<file path="config.mk">
export PLATFORM = sky130hd
export DESIGN_NAME = ctrlsync_top
export DESIGN_NICKNAME = d
export VERILOG_FILES = /design/src/rtl/ctrlsync_pkg.sv /design/src/rtl/ctrlsync_regs.sv /design/src/rtl/ctrlsync_watch.sv /design/src/rtl/ctrlsync_seq.sv /design/src/rtl/ctrlsync_top.sv
export SDC_FILE = /design/constraint.sdc
export NUM_CORES = 1
export LEC_CHECK = 0
export ABC_CLOCK_PERIOD_IN_PS = 9500
export BUFFER_PORTS_ARGS = -buffer_cell sky130_fd_sc_hd__buf_2
export CORE_UTILIZATION = 60
export DETAILED_ROUTE_END_ITERATION = 8
export PLACE_DENSITY = 0.81
export SYNTH_ARGS = -nofsm -noshare
export SYNTH_HDL_FRONTEND = slang
export SYNTH_SLANG_ARGS = --single-unit
</file>
<file path="constraint.sdc">
create_clock -name clk -period 9.5 [get_ports clk]
set_input_delay 2.375 -clock clk [delete_from_list [all_inputs] [get_ports clk]]
set_output_delay 2.375 -clock clk [all_outputs]
set_load 0.05 [all_outputs]
</file>
<file path="src/rtl/ctrlsync_pkg.sv">
package ctrlsync_pkg;
    localparam logic [3:0] PKT_VIDEO = 4'h0;
    localparam logic [3:0] PKT_CTRL  = 4'hF;

    localparam int OFF_CTRL   = 0;
    localparam int OFF_COUNT  = 1;
    localparam int OFF_STATUS = 2;
    localparam int OFF_TABLE  = 4;

    typedef enum logic [1:0] {
        SQ_IDLE,
        SQ_ISSUE,
        SQ_DONE
    } seq_state_t;
endpackage

</file>
<file path="src/rtl/ctrlsync_regs.sv">
module ctrlsync_regs
    import ctrlsync_pkg::*;
#(
    parameter int ENTRIES = 8,
    parameter int REG_W   = 32,
    parameter int SA_W    = 5,
    parameter int CNT_W   = 4,
    parameter int IDX_W   = 3
) (
    input  logic             clk,
    input  logic             rst_n,
    input  logic [SA_W-1:0]  s_address,
    input  logic             s_write,
    input  logic [REG_W-1:0] s_writedata,
    output logic [REG_W-1:0] s_readdata,
    output logic             go,
    output logic [CNT_W-1:0] count,
    input  logic [IDX_W-1:0] idx,
    output logic [REG_W-1:0] ent_addr,
    output logic [REG_W-1:0] ent_data,
    input  logic             done_pulse,
    output logic             irq
);
    logic [REG_W-1:0] ent_a [ENTRIES];
    logic [REG_W-1:0] ent_d [ENTRIES];
    logic [SA_W-1:0]  rel;
    logic [SA_W-2:0]  kw;

    always_ff @(posedge clk) begin
        if (!rst_n) begin
            go    <= 1'b0;
            count <= '0;
            irq   <= 1'b0;
        end else begin
            if (s_write && s_address == SA_W'(OFF_CTRL)) go <= s_writedata[0];
            if (s_write && s_address == SA_W'(OFF_COUNT)) begin
                if (s_writedata > REG_W'(ENTRIES)) count <= CNT_W'(ENTRIES);
                else                               count <= s_writedata[CNT_W-1:0];
            end
            if (done_pulse)
                irq <= 1'b1;
            else if (s_write && s_address == SA_W'(OFF_STATUS) && s_writedata[0])
                irq <= 1'b0;
        end
    end

    for (genvar i = 0; i < ENTRIES; i++) begin : g_ent
        always_ff @(posedge clk) begin
            if (!rst_n) begin
                ent_a[i] <= '0;
                ent_d[i] <= '0;
            end else if (s_write && s_address == SA_W'(OFF_TABLE + 2*i)) begin
                ent_a[i] <= s_writedata;
            end else if (s_write && s_address == SA_W'(OFF_TABLE + 2*i + 1)) begin
                ent_d[i] <= s_writedata;
            end
        end
    end

    assign ent_addr = ent_a[idx];
    assign ent_data = ent_d[idx];

    always_comb begin
        s_readdata = '0;
        rel = s_address - SA_W'(OFF_TABLE);
        kw  = rel[SA_W-1:1];
        if (s_address == SA_W'(OFF_CTRL))
            s_readdata[0] = go;
        else if (s_address == SA_W'(OFF_COUNT))
            s_readdata = REG_W'(count);
        else if (s_address == SA_W'(OFF_STATUS))
            s_readdata[0] = irq;
        else if (s_address >= SA_W'(OFF_TABLE) && kw < (SA_W-1)'(ENTRIES))
            s_readdata = rel[0] ? ent_d[kw[IDX_W-1:0]] : ent_a[kw[IDX_W-1:0]];
    end

    // a finished list always leaves the interrupt set
    assert_irq_set_R7: assert property (@(posedge clk) disable iff (!rst_n)
        done_pulse |=> irq);
endmodule

</file>
<file path="src/rtl/ctrlsync_watch.sv">
module ctrlsync_watch
    import ctrlsync_pkg::*;
#(
    parameter int SD_W    = 16,
    parameter int FIELD_W = 16
) (
    input  logic            clk,
    input  logic            rst_n,
    input  logic [SD_W-1:0] in_data,
    input  logic            in_valid,
    input  logic            in_sop,
    input  logic            xfer,
    output logic            raw_trig
);
    logic [3:0]         ptype;
    logic [1:0]         beat;
    logic [FIELD_W-1:0] cur_w, stored_w, stored_h;
    logic [FIELD_W-1:0] field;

    assign field = in_data[FIELD_W-1:0];

    always_ff @(posedge clk) begin
        if (!rst_n) begin
            ptype    <= PKT_VIDEO;
            beat     <= '0;
            cur_w    <= '0;
            stored_w <= '0;
            stored_h <= '0;
        end else if (xfer) begin
            if (in_sop) begin
                ptype <= in_data[3:0];
                beat  <= 2'd1;
            end else begin
                if (beat != 2'd3) beat <= beat + 2'd1;
                if (ptype == PKT_CTRL && beat == 2'd1) cur_w <= field;
                if (ptype == PKT_CTRL && beat == 2'd2) begin
                    stored_w <= cur_w;
                    stored_h <= field;
                end
            end
        end
    end

    always_comb begin
        raw_trig = 1'b0;
        if (in_valid) begin
            if (in_sop)
                raw_trig = (in_data[3:0] == PKT_VIDEO);
            else if (ptype == PKT_CTRL && beat == 2'd2)
                raw_trig = (cur_w != stored_w) || (field != stored_h);
        end
    end

    // the stored frame size moves only when a beat is taken
    assert_size_update_R3: assert property (@(posedge clk) disable iff (!rst_n)
        (stored_h != $past(stored_h) || stored_w != $past(stored_w)) |-> $past(xfer));
endmodule

</file>
<file path="src/rtl/ctrlsync_seq.sv">
module ctrlsync_seq
    import ctrlsync_pkg::*;
#(
    parameter int CNT_W = 4,
    parameter int IDX_W = 3
) (
    input  logic             clk,
    input  logic             rst_n,
    input  logic             trig,
    input  logic [CNT_W-1:0] count,
    input  logic             xfer,
    input  logic             m_waitrequest,
    output logic [IDX_W-1:0] idx,
    output logic             m_write,
    output logic             hold,
    output logic             done_pulse
);
    seq_state_t state, nxt;
    logic       last;

    assign last = (CNT_W'(idx) + CNT_W'(1)) == count;

    always_comb begin
        nxt        = state;
        done_pulse = 1'b0;
        unique case (state)
            SQ_IDLE: if (trig) begin
                if (count == '0) begin
                    nxt        = SQ_DONE;
                    done_pulse = 1'b1;
                end else begin
                    nxt = SQ_ISSUE;
                end
            end
            SQ_ISSUE: if (!m_waitrequest && last) begin
                nxt        = SQ_DONE;
                done_pulse = 1'b1;
            end
            SQ_DONE: if (xfer) nxt = SQ_IDLE;
            default: nxt = SQ_IDLE;
        endcase
    end

    always_ff @(posedge clk) begin
        if (!rst_n) begin
            state <= SQ_IDLE;
            idx   <= '0;
        end else begin
            state <= nxt;
            if (state == SQ_IDLE)
                idx <= '0;
            else if (state == SQ_ISSUE && !m_waitrequest && !last)
                idx <= idx + IDX_W'(1);
        end
    end

    always_comb begin
        m_write = (state == SQ_ISSUE);
        hold    = (state == SQ_ISSUE) || (state == SQ_IDLE && trig);
    end

    // a waiting write keeps its entry
    assert_write_steady_R5: assert property (@(posedge clk) disable iff (!rst_n)
        (m_write && m_waitrequest) |=> (m_write && $stable(idx)));
    // every list starts at entry 0
    assert_first_entry_R5: assert property (@(posedge clk) disable iff (!rst_n)
        $rose(m_write) |-> idx == '0);
endmodule

</file>
<file path="src/rtl/ctrlsync_top.sv">
module ctrlsync_top
    import ctrlsync_pkg::*;
#(
    parameter int ENTRIES = 8,
    parameter int SD_W    = 16,
    parameter int FIELD_W = 16,
    parameter int REG_W   = 32,
    localparam int SA_W   = $clog2(OFF_TABLE + 2*ENTRIES),
    localparam int CNT_W  = $clog2(ENTRIES + 1),
    localparam int IDX_W  = (ENTRIES > 1) ? $clog2(ENTRIES) : 1
) (
    input  logic             clk,
    input  logic             rst_n,
    input  logic [SD_W-1:0]  in_data,
    input  logic             in_valid,
    input  logic             in_sop,
    input  logic             in_eop,
    output logic             in_ready,
    output logic [SD_W-1:0]  out_data,
    output logic             out_valid,
    output logic             out_sop,
    output logic             out_eop,
    input  logic             out_ready,
    output logic [REG_W-1:0] m_address,
    output logic [REG_W-1:0] m_writedata,
    output logic             m_write,
    input  logic             m_waitrequest,
    input  logic [SA_W-1:0]  s_address,
    input  logic             s_write,
    input  logic [REG_W-1:0] s_writedata,
    output logic [REG_W-1:0] s_readdata,
    output logic             irq
);
    logic             go, raw_trig, hold, xfer, done_pulse;
    logic [CNT_W-1:0] count;
    logic [IDX_W-1:0] idx;

    assign in_ready  = out_ready && !hold;
    assign out_valid = in_valid && !hold;
    assign out_data  = in_data;
    assign out_sop   = in_sop;
    assign out_eop   = in_eop;
    assign xfer      = in_valid && in_ready;

    ctrlsync_watch #(.SD_W(SD_W), .FIELD_W(FIELD_W)) u_watch (
        .clk(clk), .rst_n(rst_n), .in_data(in_data), .in_valid(in_valid),
        .in_sop(in_sop), .xfer(xfer), .raw_trig(raw_trig)
    );

    ctrlsync_seq #(.CNT_W(CNT_W), .IDX_W(IDX_W)) u_seq (
        .clk(clk), .rst_n(rst_n), .trig(raw_trig && go), .count(count),
        .xfer(xfer), .m_waitrequest(m_waitrequest), .idx(idx),
        .m_write(m_write), .hold(hold), .done_pulse(done_pulse)
    );

    ctrlsync_regs #(
        .ENTRIES(ENTRIES), .REG_W(REG_W), .SA_W(SA_W), .CNT_W(CNT_W), .IDX_W(IDX_W)
    ) u_regs (
        .clk(clk), .rst_n(rst_n), .s_address(s_address), .s_write(s_write),
        .s_writedata(s_writedata), .s_readdata(s_readdata), .go(go), .count(count),
        .idx(idx), .ent_addr(m_address), .ent_data(m_writedata),
        .done_pulse(done_pulse), .irq(irq)
    );

    // while a write is on the master port the stream is frozen
    assert_stall_during_writes_R2: assert property (@(posedge clk) disable iff (!rst_n)
        m_write |-> (!in_ready && !out_valid));
    // when the list ends the held beat is offered again
    assert_release_R6: assert property (@(posedge clk) disable iff (!rst_n)
        $fell(m_write) |-> (!in_valid || out_valid));
endmodule

</file>
==> results <==
- The number of ports placed on the die boundary is between 150 and 200.
- The number of max-slew violations in the final report is 0.
- The growth of design area from synthesis to finish is 11.4%.
- The final route contains between 15000 and 20000 vias.
- Setup repair after global routing left no endpoint under its margin.
- The mapped netlist covers roughly 30000 um^2.
- The critical-path cell with the highest stage delay is sky130_fd_sc_hd__ha_2.
- Buffers inserted during clock tree synthesis total 60.
- The average via count per standard cell is about 6.9.
- At the end of the flow, the number of nets in the layout was roughly 2200.
- The final hold violation count was 0.
- The largest net degree at the start of global routing is roughly 110.
- The TritonCTS clock tree is built.
- The area of the core region is 50100 um^2.
- The startpoint-to-endpoint class of the critical path is primary input to output pin.
- The total die area is between 50000 and 60000 um^2.
- The detail route stage leaves a number of antenna-violating nets equal to 0.
- The flow ran to the end, and the final reports show no timing, DRC or antenna violations.
- The critical path contains buffers and inverters numbering 4 combined.
- Max-cap violations in this run came to 0.
- The initial DRC count is roughly 2600.
- The via count of the first global-routing pass was slightly below 20000.
- The net count after synthesis is ~2100.
- Hold timing on the final database bottoms out at a slack of between 0.4 and 0.5 ns.
- The synthesized design contains about 500 enable-type register cells.
- In the final timing run, aggregate negative setup slack is 0 ns.
- The total power divided by cell area is between 150 and 200 nW/um^2.
- The sink count of the clock tree is between 500 and 600.
- The completed layout was analyzed and its total power is between 6 and 7 mW.
- The worst path in the final design needs a cycle of between 7 and 8 ns, including I/O delays and setup.
- Walking the worst path, the cells encountered are buf_6 > inv_1 > ha_2 > buf_4 > mux4_2 > nor2b_1 > buf_2.
- Net switching is between 20% and 30% of the power.
- The aggregate global-route resource usage is 33.8%.
- The clock latency on the worst-skew pair is roughly 0.64 ns.
- Per report_power, the clock group accounts for 39.8% of the total.
- 0 antenna diodes ended up in the layout.
- The largest clock skew in the final design is 0.00932 ns.
- For this run, asynchronously set or reset flops after synthesis account for 0%.
- The synthesized instance count is between 2000 and 2500.
- The initial antenna violation count is 5.
- The worst min-delay path class is flip-flop to flip-flop.
- Registers are responsible for between 40% and 50% of the overall power.
- The HPWL after detailed placement is about 50 mm.
- The total overflow left after global routing is 0.
- In this run, post-CTS hold repair placed 0 buffers.
- The post-synthesis cell type count is 54.
- In this run the power spent charging and discharging nets is ~1.5 mW.
- The fraction of final layout cells with drive strength greater than 1 is between 30% and 40%.
- Headroom to the max-slew limit came out at roughly 10%.
- The endpoint kind of the worst setup timing path is an output pin.
- Setup violations remaining at the end of the flow were counted as 0.
- The first global-routing pass estimated between 100 and 150 mm of wire.
- In this run the mean area of a mapped cell was about 15 um^2.
- In this run, post-CTS repair resized a total of 0 instances.
- The detailed-router iteration count before antenna repair is 5.
- The initial core utilization is 60.7%.
- The cell sitting at the root of the clock tree is a sky130_fd_sc_hd__clkbuf_16.
- The internal power of the cells totals 4.54 mW.
- The largest vdd supply drop is about 0.15 mV.
- After clock tree synthesis, the setup repair step added 0 buffers.
- Summed over all cells, the static leakage comes to 12.0 nW.
- After clock tree synthesis, the clock-pin slew on the worst setup and hold paths is ~0.06 ns.
- The longest clock path from root to sink contains 3 buffers.
- In this run, the combinational gates consume 10.9% of the power.
- The cell family contributing the most delay on the critical path is buffers and inverters.
- The weighted congestion at the end of routability-driven global placement is roughly 0.80.
- Data on the critical path arrives at its endpoint at ~5.6 ns.
- The commonest register cell after synthesis is sky130_fd_sc_hd__edfxtp_1.
- In this run the vertical extent of the chip is ~230 um.
- The maximum cell stage delay along the critical path is roughly 0.91 ns.
- In the final routed layout, each cell accounts on average for a little over 30 um.
- The number of remaining DRC errors is 0.
- Yosys printed 0 warnings.
- The worst setup path is launched from a primary input.
- The peak fanout along the critical path is between 60 and 70.
- The maximum achievable frequency is between 100 and 150 MHz.
- The number of input and output port buffers inserted is roughly 180.
- For the worst setup path, the data required time is 7.13 ns.
- The H-tree depth reported by CTS is 2.
- The number of storage elements in the synthesis netlist is just under 600.
- The final wirelength is about 86 mm.
- After synthesis, flip-flops and latches occupy 55.0% of the total area.
- The die is about 230 um wide.
- At the pin with the least slew margin, the transition time is 1.35 ns.
- The portion of the clock cycle consumed by the worst path in the final layout is approximately 84%.
- In this run the core area contains between 80 and 90 standard-cell rows.
==> flip-flops by register name, indices dropped and copies added (netlist names), named ones only <==
name,cells
u_watch.cur_w,16
u_watch.beat,2
u_watch.ptype,4
u_watch.stored_w,16
u_regs.ent_d,256
u_regs.irq,1
u_regs.ent_a,256
u_regs.count,4
u_seq.state,2
u_watch.stored_h,16
u_regs.go,1
u_seq.idx,3
==> metal layers <==
metal | track usage (%) | vias up | wire length [um]
met3 | 7.18 | 245 | 10500
met5 | 0 | - | 62
met4 | 15.3 | 10 | 4000
met1 | 45.9 | 9820 | 30700
met2 | 53.1 | 1566 | 40300
li1 | - | 7784 | -
==> layout make-up <==
cell class | count | area (um^2)
sequential | 580 | 16700
fill | 3406 | 16200
multi-input combinational | 1229 | 13000
clock buffer | 79 | 1670
timing repair buffer | 220 | 1250
tap | 672 | 841
clock inverter | 35 | 338
inverter | 11 | 41.3
==> worst register-to-register path, stage by stage, from the launching register on <==
cell	delay (ns)
sky130_fd_sc_hd__dfxtp_1	0.32
sky130_fd_sc_hd__xor2_1	0.16
sky130_fd_sc_hd__nor4_1	0.35
sky130_fd_sc_hd__nand4_1	0.22
sky130_fd_sc_hd__o21ai_2	0.33
sky130_fd_sc_hd__o2111ai_4	0.44
sky130_fd_sc_hd__mux2i_1	0.26
==> power by group through the flow <==
stage	clock, mW	sequential, mW	combinational [mW]
after floorplan	0	2.99	0.460
after global placement	0	3.01	0.642
after detailed placement	0	3.02	0.652
after CTS	2.41	2.97	0.654
after global routing	2.50	2.98	0.682
final	2.40	2.97	0.656
==> synthesized netlist by cell type, types with 2 or more instances <==
library cell               count  share of area (%)
sky130_fd_sc_hd__nor4_1       17               0.35
sky130_fd_sc_hd__xor2_1       34               0.98
sky130_fd_sc_hd__dfxtp_1      68                4.5
sky130_fd_sc_hd__nand2b_1      6               0.12
sky130_fd_sc_hd__nand4_1       6               0.12
sky130_fd_sc_hd__o41ai_1       2              0.058
sky130_fd_sc_hd__inv_1        10               0.12
sky130_fd_sc_hd__nor3_1       17               0.28
sky130_fd_sc_hd__o31a_1        2              0.058
sky130_fd_sc_hd__a211oi_1      2              0.049
sky130_fd_sc_hd__a21oi_1       4              0.066
sky130_fd_sc_hd__nand3_1      12               0.20
sky130_fd_sc_hd__xnor2_1       3              0.086
sky130_fd_sc_hd__clkbuf_1    134                1.7
sky130_fd_sc_hd__buf_6         4               0.15
sky130_fd_sc_hd__a22oi_1       3              0.074
sky130_fd_sc_hd__nor2_1       30               0.37
sky130_fd_sc_hd__buf_2        27               0.44
sky130_fd_sc_hd__a21bo_2       2              0.066
sky130_fd_sc_hd__buf_1         8              0.099
sky130_fd_sc_hd__nor2b_1      37               0.76
sky130_fd_sc_hd__mux4_2      287                 21
sky130_fd_sc_hd__nand2_1      89                1.1
sky130_fd_sc_hd__o21ai_0      24               0.40
sky130_fd_sc_hd__and2_1      501                 10
sky130_fd_sc_hd__a21boi_0      5               0.12
sky130_fd_sc_hd__mux2i_1      50                1.6
sky130_fd_sc_hd__mux2_2       64                2.4
sky130_fd_sc_hd__nand3b_1      2              0.049
sky130_fd_sc_hd__buf_4        22               0.54
sky130_fd_sc_hd__ha_1          9               0.37
sky130_fd_sc_hd__edfxtp_1    512                 51
==> stage by stage <==
step / cells / cell area, um^2 / utilization, % / worst slack [ns]
2_1_floorplan: 2015 / 30400 / - / 1.53
5_1_grt: 2826 / 33900 / 67.6 / 1.46
3_5_place_dp: 2712 / 31900 / 63.6 / 1.57
6_report: 2826 / 33900 / 67.6 / 1.56
3_3_place_gp: 2712 / 31900 / 63.6 / 1.62
4_1_cts: 2826 / 33900 / 67.6 / 1.55
==> cells by family after synthesis <==
kind of cell / synth area share, %
simple gates: 13.9
flops: 55.0
mux: 25.3
buf+inv: 3.02
compound gates: 1.35
xor+xnor: 1.07
fa+ha+maj: 0.370
==> final timing paths <==
check | start | endpoint | slack (ns) | depth (start not counted)
worst min-delay path | u_watch.stored_w[9] | u_watch.stored_w[9] | 0.47 | 2
worst max register to register | u_watch.stored_w[13] | u_watch.cur_w[3] | 7.28 | 6
worst min register to register | u_watch.stored_w[9] | u_watch.stored_w[9] | 0.47 | 2
worst max-delay path | s_address[2] | s_readdata[27] | 1.56 | 7
==> layout by cell type, fill, tap and decap left out, types with 7 or more instances in the layout <==
master                      Yosys  final
sky130_fd_sc_hd__ha_1           9      8
sky130_fd_sc_hd__clkbuf_1     134     10
sky130_fd_sc_hd__nor4_1        17     17
sky130_fd_sc_hd__clkinv_1       1     13
sky130_fd_sc_hd__nor2b_1       37     37
sky130_fd_sc_hd__mux4_2       287    287
sky130_fd_sc_hd__o21ai_0       24      7
sky130_fd_sc_hd__o21ai_4        0     17
sky130_fd_sc_hd__nand3_1       12     12
sky130_fd_sc_hd__nor2_1        30     14
sky130_fd_sc_hd__dfxtp_1       68     65
sky130_fd_sc_hd__nor2_2         0     16
sky130_fd_sc_hd__xor2_1        34     34
sky130_fd_sc_hd__clkbuf_16      0     61
sky130_fd_sc_hd__mux2_2        64     64
sky130_fd_sc_hd__nor3_1        17     17
sky130_fd_sc_hd__clkinv_2       0     10
sky130_fd_sc_hd__mux2i_1       50     50
sky130_fd_sc_hd__nand2_1       89     89
sky130_fd_sc_hd__buf_4         22     43
sky130_fd_sc_hd__buf_2         27    173
sky130_fd_sc_hd__edfxtp_1     512    512
sky130_fd_sc_hd__and2_1       501    501
sky130_fd_sc_hd__inv_1         10     10
sky130_fd_sc_hd__clkbuf_8       0      7
Note: power is estimated with default switching activity, not from simulation.
